**config.mk**
```make
export PLATFORM = sky130hd
export DESIGN_NAME = bus_adapter_csr
export DESIGN_NICKNAME = d
export VERILOG_FILES = /design/src/rtl/bacsr_pkg.sv /design/src/rtl/bacsr_mreg.sv /design/src/rtl/bacsr_err_unit.sv /design/src/rtl/bus_adapter_csr.sv
export SDC_FILE = /design/constraint.sdc
export NUM_CORES = 1
export LEC_CHECK = 0
export ABC_AREA = 0
export BUFFER_PORTS_ARGS = -buffer_cell sky130_fd_sc_hd__clkbuf_2
export CORE_ASPECT_RATIO = 0.6
export CORE_MARGIN = 4
export CORE_UTILIZATION = 56
export CTS_CLUSTER_DIAMETER = 30
export DETAILED_ROUTE_END_ITERATION = 16
export GPL_TIMING_DRIVEN = 0
export PLACE_DENSITY = 0.82
export SLEW_MARGIN = 5
export SYNTH_ARGS = -nofsm -noshare
export SYNTH_HDL_FRONTEND = slang
export SYNTH_HIERARCHICAL = 1
export SYNTH_SLANG_ARGS = --single-unit
export TNS_END_PERCENT = 5
```
**constraint.sdc**
```tcl
create_clock -name clk -period 3.03 [get_ports clk]
set_input_delay 0.606 -clock clk [delete_from_list [all_inputs] [get_ports clk]]
set_output_delay 0.606 -clock clk [all_outputs]
set_load 0.05 [all_outputs]
```
**src/rtl/bacsr_pkg.sv**
```systemverilog
package bacsr_pkg;
  localparam int unsigned DW = 32;

  localparam logic [4:0] IX_CFG   = 5'h00;
  localparam logic [4:0] IX_CTRL  = 5'h01;
  localparam logic [4:0] IX_ERR   = 5'h0D;
  localparam logic [4:0] IX_TADDR = 5'h0E;
  localparam logic [4:0] IX_FAULT = 5'h0F;
  localparam logic [4:0] IX_SILO  = 5'h10;
  localparam logic [4:0] IX_MAINT = 5'h11;

  localparam logic [DW-1:0] CFG_WORD = 32'h0040_0010;

  // error word layout
  localparam int unsigned EB_CRDIE = 15;
  localparam int unsigned EB_CRD   = 14;
  localparam int unsigned EB_TMO   = 12;
  localparam int unsigned EB_CNF   = 8;
  localparam int unsigned EB_IBT   = 6;
  localparam int unsigned EB_MULT  = 2;
  localparam logic [DW-1:0] ERR_RMASK = 32'h0000_FDFE;
  localparam logic [DW-1:0] ERR_WMASK = 32'h0000_8000;
  localparam logic [DW-1:0] ERR_W1C   = 32'h0000_70C0;
  localparam logic [DW-1:0] ERR_TGRP  = 32'h0000_1D04;
  localparam logic [DW-1:0] ERR_IGRP  = 32'h0000_0C48;

  // plain masked registers: 0 ctrl, 1 fault, 2 silo, 3 maint
  localparam int unsigned NMREG = 4;
  localparam logic [NMREG-1:0][DW-1:0] MR_WMASK =
    {32'hFFFF_F900, 32'h7FFF_0000, 32'h0314_0000, 32'hE000_0000};
  localparam logic [NMREG-1:0][DW-1:0] MR_W1C =
    {32'h0000_0000, 32'h0000_0000, 32'h0008_0000, 32'h0000_0000};
  localparam logic [NMREG-1:0][DW-1:0] MR_CLRW =
    {32'h0000_0000, 32'h8000_0000, 32'h0000_0000, 32'h0000_0000};
  localparam logic [NMREG-1:0][DW-1:0] MR_RMASK =
    {32'hFFFF_FF00, 32'hFFFF_0000, 32'h031F_0000, 32'hE000_0000};
  localparam logic [NMREG-1:0][DW-1:0] MR_RST =
    {32'h0000_0000, 32'h0000_0000, 32'h0000_0000, 32'h6000_0000};
  localparam logic [NMREG-1:0][4:0] MR_IDX =
    {IX_MAINT, IX_SILO, IX_FAULT, IX_CTRL};
endpackage

```
**src/rtl/bacsr_mreg.sv**
```systemverilog
module bacsr_mreg #(
  parameter int unsigned W = 32,
  parameter logic [W-1:0] WMASK = '0,
  parameter logic [W-1:0] W1C   = '0,
  parameter logic [W-1:0] CLRW  = '0,
  parameter logic [W-1:0] RSTV  = '0
) (
  input  logic         clk,
  input  logic         rst_n,
  input  logic         we,
  input  logic [W-1:0] wdata,
  output logic [W-1:0] q
);
  always_ff @(posedge clk) begin
    if (!rst_n) q <= RSTV;
    else if (we)
      q <= ((q & ~(WMASK | CLRW)) | (wdata & WMASK)) & ~(wdata & W1C);
  end
endmodule

```
**src/rtl/bacsr_err_unit.sv**
```systemverilog
module bacsr_err_unit
  import bacsr_pkg::*;
#(
  parameter int unsigned PA_W = 32
) (
  input  logic            clk,
  input  logic            rst_n,
  input  logic            we,
  input  logic [DW-1:0]   wdata,
  input  logic            tmo_evt,
  input  logic [PA_W-1:0] tmo_pa,
  input  logic            cnf_evt,
  input  logic            crd_evt,
  output logic [DW-1:0]   er_q,
  output logic [DW-1:0]   ta_q,
  output logic            crd_irq
);
  logic [DW-1:0] er_w, er_n, ta_n;

  // software write first, then hardware events on the written value
  always_comb begin
    er_w = er_q;
    if (we) begin
      er_w = (er_q & ~ERR_WMASK) | (wdata & ERR_WMASK);
      er_w = er_w & ~(wdata & ERR_W1C);
      if (wdata[EB_TMO]) er_w = er_w & ~ERR_TGRP;
      if (wdata[EB_IBT]) er_w = er_w & ~ERR_IGRP;
    end
    er_n = er_w;
    ta_n = ta_q;
    if (tmo_evt) begin
      if (!er_w[EB_TMO]) begin
        er_n[EB_TMO] = 1'b1;
        ta_n = DW'(tmo_pa >> 2);
      end else begin
        er_n[EB_MULT] = 1'b1;
      end
    end
    if (cnf_evt) begin
      if (!er_n[EB_CNF]) er_n[EB_CNF] = 1'b1;
      else               er_n[EB_MULT] = 1'b1;
    end
    if (crd_evt) er_n[EB_CRD] = 1'b1;
  end

  always_ff @(posedge clk) begin
    if (!rst_n) begin
      er_q    <= '0;
      ta_q    <= '0;
      crd_irq <= 1'b0;
    end else begin
      er_q <= er_n;
      ta_q <= ta_n;
      if (we) crd_irq <= er_w[EB_CRDIE] & er_w[EB_CRD];
    end
  end
endmodule

```
**src/rtl/bus_adapter_csr.sv**
```systemverilog
module bus_adapter_csr
  import bacsr_pkg::*;
#(
  parameter int unsigned ADDR_W = 7,
  parameter int unsigned PA_W   = 32
) (
  input  logic              clk,
  input  logic              rst_n,
  input  logic [ADDR_W-1:0] reg_addr,
  input  logic              reg_wr,
  input  logic              reg_rd,
  input  logic [DW-1:0]     wr_data,
  output logic [DW-1:0]     rd_data,
  input  logic              fwd_valid,
  input  logic [PA_W-1:0]   fwd_addr,
  input  logic              slot_ack,
  output logic              fwd_grant,
  input  logic              err_confirm,
  input  logic              crd_evt,
  output logic              crd_irq
);
  localparam int unsigned IDX_W = ADDR_W - 2;
  localparam int unsigned CTRL_SLOT = 0;
  localparam int unsigned FWD_EN_BIT = 30;

  logic [IDX_W-1:0] idx;
  logic [NMREG-1:0][DW-1:0] mr_q;
  logic [DW-1:0] er_q, ta_q, rd_n;
  logic tmo_evt;

  assign idx = reg_addr[ADDR_W-1:2];

  for (genvar g = 0; g < NMREG; g++) begin : g_mreg
    bacsr_mreg #(
      .W(DW), .WMASK(MR_WMASK[g]), .W1C(MR_W1C[g]),
      .CLRW(MR_CLRW[g]), .RSTV(MR_RST[g])
    ) u_reg (
      .clk(clk), .rst_n(rst_n),
      .we(reg_wr && (idx == IDX_W'(MR_IDX[g]))),
      .wdata(wr_data), .q(mr_q[g])
    );
  end

  assign fwd_grant = fwd_valid & mr_q[CTRL_SLOT][FWD_EN_BIT] & slot_ack;
  assign tmo_evt   = fwd_valid & ~fwd_grant;

  bacsr_err_unit #(.PA_W(PA_W)) u_err (
    .clk(clk), .rst_n(rst_n),
    .we(reg_wr && (idx == IDX_W'(IX_ERR))),
    .wdata(wr_data),
    .tmo_evt(tmo_evt), .tmo_pa(fwd_addr),
    .cnf_evt(err_confirm), .crd_evt(crd_evt),
    .er_q(er_q), .ta_q(ta_q), .crd_irq(crd_irq)
  );

  always_comb begin
    rd_n = '0;
    if (idx == IDX_W'(IX_CFG))   rd_n = CFG_WORD;
    if (idx == IDX_W'(IX_ERR))   rd_n = er_q & ERR_RMASK;
    if (idx == IDX_W'(IX_TADDR)) rd_n = ta_q;
    for (int i = 0; i < NMREG; i++)
      if (idx == IDX_W'(MR_IDX[i])) rd_n = mr_q[i] & MR_RMASK[i];
  end

  always_ff @(posedge clk) begin
    if (!rst_n)      rd_data <= '0;
    else if (reg_rd) rd_data <= rd_n;
  end
endmodule

```
* After elaboration in Yosys (flattened, before gate mapping)
Index checks and enable logic that the tools add are counted.
** Storage, ports and cells
- Flip-flop bits (word level) :: 223
- Latch bits :: 0
- Memory bits (writable) :: 0
- ROM bits :: 0
- Bits of input ports :: 79
- Output and inout port bits :: 34
- Word-level logic and storage cells :: 54
- Memories kept :: 0
** Cells by class
- Add/subtract/negate cells :: 0
- Multipliers :: 0
- Div/mod/pow operators :: 0
- $lt $le $gt $ge :: 0
- Eq/ne operators :: 6
- Shift-type cells :: 0
- Muxes and demuxes :: 17
- Bitwise logic cells :: 15
- Reduce and logical (&&, ||, !) cells :: 7
** Operators with widths (count)
- two-way mux 32 bit :: 4
- AND 32 bit :: 2
- two-way mux 23 bit :: 2
- NOT 15 -> 32 bit :: 1
- NOT 20 -> 32 bit :: 1
- bitwise OR 11 x 32 -> 32 bit :: 1
- bitwise OR 29 x 32 -> 32 bit :: 1
- bitwise OR 32 x 16 -> 32 bit :: 1
- bitwise OR 32 x 26 -> 32 bit :: 1
- bitwise OR 16 x 31 -> 31 bit :: 1
- two-way mux 30 bit :: 1
- two-way mux 16 bit :: 1
- == test 5 x 4 -> 1 bit, second input constant :: 3
- two-way mux 13 bit :: 1
- two-way mux 12 bit :: 1
- == test 5 bit, second input constant :: 2
- two-way mux 1 bit :: 7
- == test 5 x 1 -> 1 bit, second input constant :: 1
- logical AND 1 bit :: 5
- zero test 5 bit :: 1
- AND 1 bit :: 4
- NOT 1 bit :: 2
- AND reduction 2 bit :: 1

* Longest topological paths before layout
- Depth in word-level cells :: 9
- Depth in mapped cells :: 10
- Depth with buffers taken out :: 6

* Hierarchy
The synthesis kept the hierarchy.
** By module, submodules not included
- bacsr_err_unit :: instances 1, cells an instance 195, area each 1790.5 sq um, seq. area each 840.8 sq um
- bus_adapter_csr :: instances 1, cells an instance 222, area each 1778.0 sq um, seq. area each 640.6 sq um
- bacsr_mreg at g_mreg[3].u_reg :: instances 1, cells an instance 82, area each 935.9 sq um, seq. area each 440.4 sq um
- bacsr_mreg at g_mreg[2].u_reg :: instances 1, cells an instance 66, area each 710.7 sq um, seq. area each 300.3 sq um
- bacsr_mreg at g_mreg[1].u_reg :: instances 1, cells an instance 44, area each 391.6 sq um, seq. area each 100.1 sq um
- bacsr_mreg at g_mreg[0].u_reg :: instances 1, cells an instance 39, area each 325.3 sq um, seq. area each 60.1 sq um

* Worst setup path before layout
OpenSTA, ideal clock, no wires.
- Path type :: in2reg
- From :: in reg_addr[2]
- To :: reg u_err.ta_q[0]
- Setup time :: 0.072 ns
- Arrival time :: 2.294 ns
- Required time :: 2.958 ns
- Setup slack :: 0.664 ns
- Cell stages on the path :: 10
- Buffers on the path :: 4
- Cell sequence :: buf_4 inv_1 nor4_2 buf_2 and2_1 buf_4 nand2_4 a21boi_4 buf_6 mux2i_1
** On the way
- Cells in the longest elaborated chain, start to end :: 5
** Ends and longest elaborated chain
- start, declared :: RTL line bus_adapter_csr.sv:9 : input logic [ADDR_W-1:0] reg_addr,
- == test 5 x 4 -> 1 bit :: RTL line bus_adapter_csr.sv:49 : .we(reg_wr && (idx == IDX_W'(IX_ERR))),
- logical AND 1 bit :: RTL line bus_adapter_csr.sv:49
- two-way mux 16 bit :: RTL line bacsr_err_unit.sv:23 : if (we) begin
- NOT 1 bit (no line)
- AND reduction 2 bit (no line)
- end signal, assigned :: RTL line bacsr_err_unit.sv:53 : ta_q <= ta_n;
- end, declared :: RTL line bacsr_err_unit.sv:15 : output logic [DW-1:0] ta_q,
Every way passes these cells.
A chain may end at the register's enable or synchronous reset.

* Worst setup path in the final report
- From :: in reg_addr[2]
- To :: reg u_err.ta_q[29]
The elaborated chain is that of the path after synthesis.

==> metrics <==
Core Region 8783 um^2; HPWL Detailed 10800 um; share of cells above drive strength 1 23.98%; CP dominant cell by count buf_4; post-CTS setup buffer count 0; Setup CP Type input pin to flop; Leak 2.593 nW; YS warnings 6; Critical R2R Launch g_mreg[0].u_reg/q[30]; hold depth 2; Global Route Usage Sum 28.37%; first-pass GRT wire length 24050 um; global routing's busiest layer met2; Routed wire per std cell 19.19 um; Crit path required time 3.36 ns; M1 GR Usage 36.91%; RSZ-0062 raised after global routing false; dpl cells 768; Ports 113; Syn Std Cell Area 5207 um^2; Clock H-tree levels 4; Layout Cells excl Fill 796; vias in the first global route 4755; status finished clean; DR vias 4676; IO buf count 99; total negative slack 0 ns; fin nets 754; Vias/cell 5.874; grt ovf 0; GPL Wtd Cong 0.8807; largest net degree at the start of global routing 22; clock skew 0.005996 ns; final setup fails 0; initial core utilization 59.29%; CTS tree done; Final Hold Vio Count 0; startpoint types input pin; Post-Synthesis Cells 551; GR Util met2 45.68%; ANT cells 0; worst-path fanout max 10; clk sinks 119; TritonRoute pass-1 iters 5; worst-margin pin slew 0.6348 ns; worst path arrival time 2.85 ns; Total Die Area 10960 um^2; final clock period utilization by the worst path 83.04%; cts repair resizes 0; drt total wl 15280 um; max-slew violations 0; worst skew pair latency 0.41 ns; area delta synth->final 24.15%; clock root buffer clkbuf_16; Max Clk Rate 397.4 MHz; Max-Cap Viols 0; Fill cells 625; Die Y-Extent 82.70 um; Slew headroom 57.68%; initial antenna violation count 0; critical path's largest stage delay 0.54 ns; worst-case reg-to-reg path depth 4; ANT nets after route 0; R2R Path End u_err/ta_q[29]; Die X 132.5 um; clock-pin slew on the worst setup and hold paths 0.05 ns; clock tree buffer depth 2; hold path start wr_data[7]; # DRC 0; crit path max-delay cell type nor4_2; Mean Syn Cell Area 9.451 um^2; critical-path cell list buf_4 -> inv_1 -> nor4_2 -> buf_2 -> and2_1 -> buf_4 -> nand2_4 -> a21boi_4 -> buf_6 -> mux2i_1; P per Cell Area 615.9 nW/um^2; cts hold-fix bufs 0; met3 Use GR 9.262%; maximum vdd ir drop 0.3929 mV; FP Rows 26; crit end category flop; cts bufs inserted 17; Initial DRC Count 443; Worst R2R Setup Slack 1.30 ns; end of the worst hold path u_err/er_q[7]; worst min-delay path class input pin to flop; Final min period 2.516 ns
report_power, final:
group / switching [mW] / total (mW) / internal (mW)
Clock: 0.663 / 2.03 / 1.37
Combinational: 0.201 / 0.321 / 0.121
Sequential: 0.0242 / 1.63 / 1.61
Total: 0.888 / 3.98 / 3.09
per-stage QoR:
stage / setup WS (ns) / instance area, um^2 / hold WS, ns / total power [mW] / util [%]
final: 0.5139 / 6465 / 0.3642 / 3.982 / 73.60
after global routing: 0.3669 / 6465 / 0.3638 / 4.084 / 73.60
after CTS: 0.5555 / 6465 / 0.3640 / 3.976 / 73.60
after detailed placement: 0.1851 / 5866 / 0.4302 / 1.971 / 66.78
after global placement: 0.2131 / 5866 / 0.4196 / 1.961 / 66.78
after floorplan: 0.6641 / 5230 / 0.4124 / 1.844 / -
layout make-up:
class / instances / area (um^2) / area share [%]
plain buffers: 51 / 364.1 / 5.632
clock buffers: 26 / 539.3 / 8.341
clock inverters: 2 / 60.06 / 0.9290
inverters: 12 / 45.04 / 0.6967
multi-input cells: 375 / 2439 / 37.72
flip-flops and latches: 119 / 2382 / 36.85
well taps: 112 / 140.1 / 2.168
repair buffers: 99 / 495.5 / 7.664
how the worst max path moves through the flow:
stage / slack, ns / end / depth (start not counted) / from
after global placement: 0.21 / u_err/ta_q[0] / 10 / reg_addr[2]
after detailed placement: 0.19 / u_err/ta_q[20] / 10 / reg_addr[2]
final: 0.51 / u_err/ta_q[29] / 10 / reg_addr[2]
after floorplan: 0.66 / u_err/ta_q[0] / 10 / reg_addr[2]
after global routing: 0.37 / u_err/ta_q[29] / 10 / reg_addr[2]
after CTS: 0.56 / u_err/ta_q[29] / 10 / reg_addr[2]
worst max-delay path, delay by kind of cell:
family                 cells  cell delay (ns)
buffers and inverters      5             1.00
AND/OR/NAND/NOR            3             0.79
multiplexers               1             0.23
AO/OA/AOI/OAI              1             0.21
flip-flops by register name (all words and copies together) (netlist names):
| name | flops |
|---|---|
| rd_data | 32 |
| u_err/ta_q | 30 |
| g_mreg.u_reg/q | 45 |
| u_err/crd_irq | 1 |
| u_err/er_q | 11 |
cells in the final DEF (no fill, tap or decap), types with 3 or more instances in the layout:
cell type and n:
a21oi_1 21, a21o_1 6, o21ai_1 3, buf_12 3
conb_1 10, nand2_1 89, o21ai_0 20, inv_1 11
o31ai_1 6, o22ai_1 8, and3_1 10, o21a_1 5
clkbuf_2 99, buf_6 7, clkbuf_1 19, a21boi_0 3
clkbuf_8 8, nor2b_1 46, nand3_1 11, a22oi_1 19
mux2i_1 75, buf_4 17, nor2_1 8, a221oi_1 16
clkbuf_16 17, buf_2 6, dfxtp_1 119
layer usage:
metal / share of wire [%] / vias to the layer above
li1: - / 2147
met1: 45 / 2212
met2: 44 / 295
met3: 10 / 22
met4: 1.1 / 0
met5: 0 / -
Note: power is estimated with default switching activity, not from simulation.
